File: src/rtl/spi_memctl_pkg.sv
package spi_memctl_pkg;
  localparam logic [7:0] OP_SETFLAG = 8'h00;
  localparam logic [7:0] OP_WRSR    = 8'h01;
  localparam logic [7:0] OP_WRITE   = 8'h02;
  localparam logic [7:0] OP_READ    = 8'h03;
  localparam logic [7:0] OP_CLEAR   = 8'h04;
  localparam logic [7:0] OP_RDSR    = 8'h05;
  localparam logic [7:0] OP_WREN    = 8'h06;

  typedef enum logic [2:0] {
    ST_OPC, ST_AHI, ST_ALO, ST_WDATA, ST_RDATA, ST_SRRD, ST_SRWR, ST_SKIP
  } cmd_state_t;

  typedef struct packed {
    logic       wpen;
    logic       flag;
    logic [1:0] wd;
    logic [1:0] bl;
    logic       wel;
  } stat_t;

  function automatic logic [7:0] stat_byte(input stat_t s);
    return {s.wpen, s.flag, s.wd, s.bl, s.wel, 1'b0};
  endfunction
endpackage

File: src/rtl/spi_memctl_sync.sv
module spi_memctl_sync #(
  parameter int STAGES = 2
) (
  input  logic clk,
  input  logic rst,
  input  logic sck,
  input  logic cs_n,
  input  logic mosi,
  output logic sck_rise,
  output logic sck_fall,
  output logic cs_rise,
  output logic cs_act,
  output logic mosi_s
);
  localparam logic [2:0] IDLE_V = 3'b010;

  logic [STAGES-1:0][2:0] stg;
  logic [2:0] prev;
  logic [2:0] last;

  for (genvar g = 0; g < STAGES; g++) begin : g_stage
    if (g == 0) begin : g_first
      always_ff @(posedge clk) begin
        if (rst) stg[g] <= IDLE_V;
        else     stg[g] <= {sck, cs_n, mosi};
      end
    end else begin : g_next
      always_ff @(posedge clk) begin
        if (rst) stg[g] <= IDLE_V;
        else     stg[g] <= stg[g-1];
      end
    end
  end

  assign last = stg[STAGES-1];

  always_ff @(posedge clk) begin
    if (rst) prev <= IDLE_V;
    else     prev <= last;
  end

  assign sck_rise = last[2] & ~prev[2] & ~last[1];
  assign sck_fall = ~last[2] & prev[2];
  assign cs_rise  = last[1] & ~prev[1];
  assign cs_act   = ~last[1];
  assign mosi_s   = last[0];
endmodule

File: src/rtl/spi_memctl_guard.sv
module spi_memctl_guard #(
  parameter int ADDR_W = 11
) (
  input  logic              wel,
  input  logic              wpen,
  input  logic              wp_n,
  input  logic [1:0]        bl,
  input  logic [ADDR_W-1:0] addr,
  output logic              arr_ok,
  output logic              sr_ok
);
  logic locked;

  always_comb begin
    unique case (bl)
      2'b00:   locked = 1'b0;
      2'b01:   locked = &addr[ADDR_W-1:ADDR_W-2];
      2'b10:   locked = addr[ADDR_W-1];
      default: locked = 1'b1;
    endcase
  end

  assign arr_ok = wel & ~locked;
  assign sr_ok  = wel & ~(wpen & ~wp_n);
endmodule

File: src/rtl/spi_memctl.sv
module spi_memctl
  import spi_memctl_pkg::*;
#(
  parameter int ADDR_W      = 11,
  parameter int SYNC_STAGES = 2
) (
  input  logic              clk,
  input  logic              rst,
  input  logic              spi_sck,
  input  logic              spi_cs_n,
  input  logic              spi_mosi,
  output logic              spi_miso,
  input  logic              wp_n,
  output logic [ADDR_W-1:0] arr_addr,
  output logic [7:0]        arr_wdata,
  output logic              arr_we,
  output logic              arr_re,
  input  logic [7:0]        arr_rdata,
  output logic [1:0]        wd_sel
);
  localparam int HI_W = ADDR_W - 8;

  logic sck_rise, sck_fall, cs_rise, cs_act, mosi_s;
  logic arr_ok, sr_ok;

  cmd_state_t        state;
  logic [2:0]        bit_cnt;
  logic [6:0]        rx_sh;
  logic [7:0]        tx_sh;
  logic [7:0]        byte_in;
  logic              byte_done;
  logic [HI_W-1:0]   addr_hi;
  logic [ADDR_W-1:0] ptr;
  logic [ADDR_W-1:0] new_addr;
  logic              rd_mode;
  logic              wr_seen;
  logic              ld_q;
  logic              miso_q;
  stat_t             st;

  spi_memctl_sync #(.STAGES(SYNC_STAGES)) u_sync (
    .clk(clk), .rst(rst), .sck(spi_sck), .cs_n(spi_cs_n), .mosi(spi_mosi),
    .sck_rise(sck_rise), .sck_fall(sck_fall), .cs_rise(cs_rise),
    .cs_act(cs_act), .mosi_s(mosi_s)
  );

  spi_memctl_guard #(.ADDR_W(ADDR_W)) u_guard (
    .wel(st.wel), .wpen(st.wpen), .wp_n(wp_n), .bl(st.bl), .addr(ptr),
    .arr_ok(arr_ok), .sr_ok(sr_ok)
  );

  assign byte_in   = {rx_sh, mosi_s};
  assign byte_done = sck_rise && (bit_cnt == 3'd7);
  assign new_addr  = {addr_hi, byte_in};

  always_ff @(posedge clk) begin
    if (rst) begin
      state     <= ST_OPC;
      bit_cnt   <= '0;
      rx_sh     <= '0;
      tx_sh     <= '0;
      addr_hi   <= '0;
      ptr       <= '0;
      rd_mode   <= 1'b0;
      wr_seen   <= 1'b0;
      ld_q      <= 1'b0;
      miso_q    <= 1'b0;
      st        <= '0;
      arr_addr  <= '0;
      arr_wdata <= '0;
      arr_we    <= 1'b0;
      arr_re    <= 1'b0;
    end else begin
      arr_we <= 1'b0;
      arr_re <= 1'b0;
      ld_q   <= arr_re;
      if (ld_q) tx_sh <= arr_rdata;

      if (cs_rise) begin
        state   <= ST_OPC;
        bit_cnt <= '0;
        miso_q  <= 1'b0;
        wr_seen <= 1'b0;
        if (wr_seen) st.wel <= 1'b0;
      end else if (cs_act) begin
        if (sck_fall) begin
          miso_q <= tx_sh[7];
          tx_sh  <= {tx_sh[6:0], 1'b0};
        end
        if (sck_rise) begin
          rx_sh   <= byte_in[6:0];
          bit_cnt <= bit_cnt + 3'd1;
        end
        if (byte_done) begin
          unique case (state)
            ST_OPC: begin
              state <= ST_SKIP;
              unique case (byte_in)
                OP_WREN:    st.wel  <= 1'b1;
                OP_SETFLAG: st.flag <= 1'b1;
                OP_CLEAR: begin
                  st.wel  <= 1'b0;
                  st.flag <= 1'b0;
                end
                OP_RDSR: begin
                  tx_sh <= stat_byte(st);
                  state <= ST_SRRD;
                end
                OP_WRSR: state <= ST_SRWR;
                OP_READ: begin
                  rd_mode <= 1'b1;
                  state   <= ST_AHI;
                end
                OP_WRITE: begin
                  rd_mode <= 1'b0;
                  state   <= ST_AHI;
                end
                default: state <= ST_SKIP;
              endcase
            end
            ST_AHI: begin
              addr_hi <= byte_in[HI_W-1:0];
              state   <= ST_ALO;
            end
            ST_ALO: begin
              if (rd_mode) begin
                arr_addr <= new_addr;
                ptr      <= new_addr + 1'b1;
                arr_re   <= 1'b1;
                state    <= ST_RDATA;
              end else begin
                ptr   <= new_addr;
                state <= ST_WDATA;
              end
            end
            ST_WDATA: begin
              arr_addr  <= ptr;
              arr_wdata <= byte_in;
              arr_we    <= arr_ok;
              ptr       <= ptr + 1'b1;
              wr_seen   <= 1'b1;
            end
            ST_RDATA: begin
              arr_addr <= ptr;
              ptr      <= ptr + 1'b1;
              arr_re   <= 1'b1;
            end
            ST_SRRD: tx_sh <= stat_byte(st);
            ST_SRWR: begin
              if (sr_ok) begin
                st.wpen <= byte_in[7];
                st.wd   <= byte_in[5:4];
                st.bl   <= byte_in[3:2];
              end
              wr_seen <= 1'b1;
              state   <= ST_SKIP;
            end
            default: state <= ST_SKIP;
          endcase
        end
      end
    end
  end

  assign spi_miso = miso_q;
  assign wd_sel   = st.wd;
endmodule

File: config.mk
export PLATFORM = sky130hd
export DESIGN_NAME = spi_memctl
export DESIGN_NICKNAME = d
export VERILOG_FILES = /design/src/rtl/spi_memctl_pkg.sv /design/src/rtl/spi_memctl_sync.sv /design/src/rtl/spi_memctl_guard.sv /design/src/rtl/spi_memctl.sv
export SDC_FILE = /design/constraint.sdc
export NUM_CORES = 1
export LEC_CHECK = 0
export BUFFER_PORTS_ARGS = -buffer_cell sky130_fd_sc_hd__buf_2
export CORE_MARGIN = 4
export CORE_UTILIZATION = 50
export CTS_CLUSTER_SIZE = 28
export DETAILED_ROUTE_END_ITERATION = 16
export GPL_TIMING_DRIVEN = 1
export PLACE_DENSITY = 0.8
export SYNTH_ARGS = -nofsm -noshare
export SYNTH_HDL_FRONTEND = slang
export SYNTH_SLANG_ARGS = --single-unit
File: constraint.sdc
create_clock -name clk -period 2.44 [get_ports clk]
set_clock_uncertainty 0.05 [all_clocks]
set_input_delay 0.244 -clock clk [delete_from_list [all_inputs] [get_ports clk]]
set_output_delay 0.244 -clock clk [all_outputs]
set_load 0.02 [all_outputs]
==> impl_metrics.py <==
metrics = {
    "yosys": {
        "ys_ff_latch": 75,
        "synthArstFlopShare": 0,
        "yosys_warnings": 0,
        "syn_inst": 448,
        "netlist_top_cells_area": "dfxtp_1, mux2i_1, nor2_1",
        "synth_top_cell_area_share": 0.3980,
        "synth-edff-count": 0,
        "synth.avg_cell_area_um2": 8.420,
        "ys_seq_area_frac": 0.3980,
        "synth_largest_area_cell": "dfxtp_1",
        "ys.flop_type": "dfxtp_1",
        "synthDistinctLibCells": 52,
        "synth_nets": 469,
        "synth_area_mm2": 0.003772,
    },
    "timing": {
        "finalHoldViolCount": 0,
        "rsz0062_at_grt": "false",
        "fin_crit_ps": 2221,
        "finalSetupViolCount": 0,
        "tightest_slew_ps": 617.8,
        "slew_headroom": 0.5881,
        "fmax_ghz": 0.4503,
        "timing.hold.ws_ps": 27.34,
        "drv_slew": 0,
        "finalCritPeriodShare": 0.9101,
        "setup_tns_ps": 0,
    },
    "power": {
        "ir_worst_vdd_mv": 0.2530,
        "p_per_area_mw_per_mm2": 533.2,
        "power_mw": 2.271,
        "p_leak_nw": 1.564,
    },
    "min_path": {
        "hold_path_class": "input port to flip-flop",
        "min_delay_path_depth": 2,
        "worst_hold_path.endpoint": "u_sync.stg[1]",
        "min-delay-start": "spi_cs_n",
    },
    "clocking": {
        "ctsLongestPathBuffers": 2,
        "cts_buffers": 9,
        "clkLatencyLatePin_ps": 350,
        "htreeDepth": 3,
        "root_buffer": "clkbuf_8",
        "postCtsSetupBuffers": 0,
        "cts.repair.resized": 0,
        "clkSinkCount": 75,
        "path_clk_slew_ps": 80,
        "cts_tree": "done",
        "hold_buffers": 0,
    },
    "critical_path": {
        "end_kind": "flip-flop",
        "crit_top_cell": "a211oi_1",
        "cp-start-kind": "flip-flop",
        "rr_endpoint": "tx_sh[5]",
        "r2r_slack_ps": 220,
        "worstRegToRegCells": 5,
        "cp.required_ps": 2650,
        "regToRegStartpoint": "rx_sh[3]",
        "crit_arrival_ps": 2430,
        "critPathKind": "flip-flop to flip-flop",
        "cp_cell_sequence": "or4_4 -> o31ai_4 -> and2_1 -> a211oi_1 -> a211oi_1",
        "crit_fanout": 9,
        "cp_slowest_cell": "or4_4",
        "crit_path_max_incr_delay_ps": 580,
    },
    "routing": {
        "vias": 3452,
        "drc_errors": 0,
        "first_iter_violations": 279,
        "drt_first_pass_iters": 5,
        "vias_per_cell": 5.952,
        "routed_wl_um": 8971,
        "avgRoutedWirePerCell_um": 15.47,
        "ant_nets": 0,
    },
    "cells_and_area": {
        "area_delta_synth_final_pct": 12.90,
        "drive_above_1_share": 0.1705,
        "final_core_util": 0.5841,
        "nets": 497,
        "n_antenna_cell": 0,
        "final_area_mm2": 0.004259,
    },
    "global_routing": {
        "gr-max-usage-layer": "met2",
        "grt_max_degree": 31,
        "antenna_found_initial": 0,
        "use_met3": 0.04861,
        "use_met1": 0.2693,
        "grt_use_total": 0.2087,
        "grtUsageMet2": 0.3324,
        "grt.overflow.total": 0,
        "grt_pass1_wl_um": 14920,
        "grt_pass1_vias": 3126,
    },
    "floorplanning": {
        "io_pins": 38,
        "core_area_mm2": 0.007292,
        "dieArea_mm2": 0.008998,
        "die_h_um": 94.86,
        "die_w_um": 94.86,
        "start_util": 0.5173,
        "row_count": 31,
    },
    "run_status": {
        "outcome": "finished, final reports clean",
    },
    "place": {
        "gp_congestion": 0.9270,
        "numPortBuffers": 37,
        "dpl_cell_area_mm2": 0.004073,
        "hpwl_um": 6202,
    },
    "job": {
        "cap_violations": 0,
    },
}
-- flip-flops by register name (all words and copies together) (netlist names), 5 cells and up --
signal     count
arr_addr      11
arr_wdata      8
st             5
ptr           11
tx_sh          8
rx_sh          7
-- kinds of logic (layout without fill, tap and decap cells) --
group                    Yosys count  after routing  share of synthesized area
XOR/XNOR                          11             11                    0.02554
AO/OA/AOI/OAI                     99             99                     0.1794
adder cells (fa/ha/maj)            7              7                    0.02322
buffers and inverters             46             79                    0.05605
AND/OR/NAND/NOR                  177            177                     0.2302
multiplexers                      33             33                    0.08756
flip-flops                        75             75                     0.3980
-- placed cells by master, fill, tap and decap left out, types with 4 or more instances in the layout --
master,n
dfxtp_1,75
nor2_1,63
nand2_1,44
buf_2,37
mux2i_1,33
a21oi_1,28
buf_4,18
a211oi_1,15
o21ai_0,14
a311oi_1,12
nor2b_1,9
nor3_1,9
clkbuf_8,9
nand4_1,8
xor2_1,8
nand3_1,7
ha_1,7
inv_1,6
a221oi_1,6
and3_1,5
or2_2,5
a31oi_1,5
o211ai_1,5
nor4_1,4
-- layout make-up --
| class | count | area (um^2) |
|---|---|---|
| Timing Repair Buffer | 57 | 360.3 |
| Multi-Input combinational cell | 327 | 2064 |
| Clock inverter | 4 | 51.30 |
| Sequential cell | 75 | 1501 |
| Clock buffer | 12 | 135.1 |
| Inverter | 6 | 22.52 |
| Fill cell | 655 | 3033 |
| Tap cell | 99 | 123.9 |
-- power breakdown --
group          total, mW  internal, mW  leakage (nW)  switching, mW
logic             0.0879        0.0373         0.867         0.0505
registers           1.26          1.24         0.607         0.0176
clock network      0.927         0.474        0.0906          0.453
total               2.27          1.75          1.56          0.521
-- layer usage --
| metal | part of all wire | vias up |
|---|---|---|
| met4 | 0.026 | 0 |
| li1 | - | 1661 |
| met1 | 0.44 | 1621 |
| met3 | 0.068 | 28 |
| met5 | 0 | - |
| met2 | 0.47 | 142 |
-- worst max-delay path, delay by kind of cell (launching register included) --
family          cells  cell delay, ps
compound gates      3             750
simple gates        2             920
flops               1             400
-- Yosys cell counts (5+ instances only) --
| library cell | n |
|---|---|
| nor2b_1 | 9 |
| mux2i_1 | 33 |
| xor2_1 | 8 |
| ha_1 | 7 |
| a21oi_1 | 28 |
| a221oi_1 | 6 |
| a311oi_1 | 12 |
| or2_2 | 5 |
| inv_1 | 6 |
| nor3_1 | 9 |
| nor2_1 | 63 |
| o211ai_1 | 5 |
| nand3_1 | 7 |
| a31oi_1 | 5 |
| a211oi_1 | 15 |
| dfxtp_1 | 75 |
| and3_1 | 5 |
| clkbuf_1 | 27 |
| nand4_1 | 8 |
| nand2_1 | 44 |
| o21ai_0 | 14 |
-- worst max path at each step --
stage               end  slack, ps  cells after the start        from
3_3_place_gp   tx_sh[7]        380                      5    rx_sh[3]
2_1_floorplan    ptr[7]        380                      8  bit_cnt[0]
6_report       tx_sh[5]        220                      5    rx_sh[3]
4_1_cts        tx_sh[5]        250                      5    rx_sh[3]
3_5_place_dp   tx_sh[5]        260                      5    rx_sh[3]
5_1_grt          ptr[6]         20                      8  bit_cnt[0]
-- stage by stage --
| step | worst slack, ps | instances |
|---|---|---|
| 5_1_grt | 20.71 | 580 |
| 2_1_floorplan | 379.7 | 448 |
| 6_report | 219.2 | 580 |
| 4_1_cts | 245.0 | 580 |
| 3_3_place_gp | 378.7 | 564 |
| 3_5_place_dp | 256.6 | 564 |
Note: power is estimated with default switching activity, not from simulation.
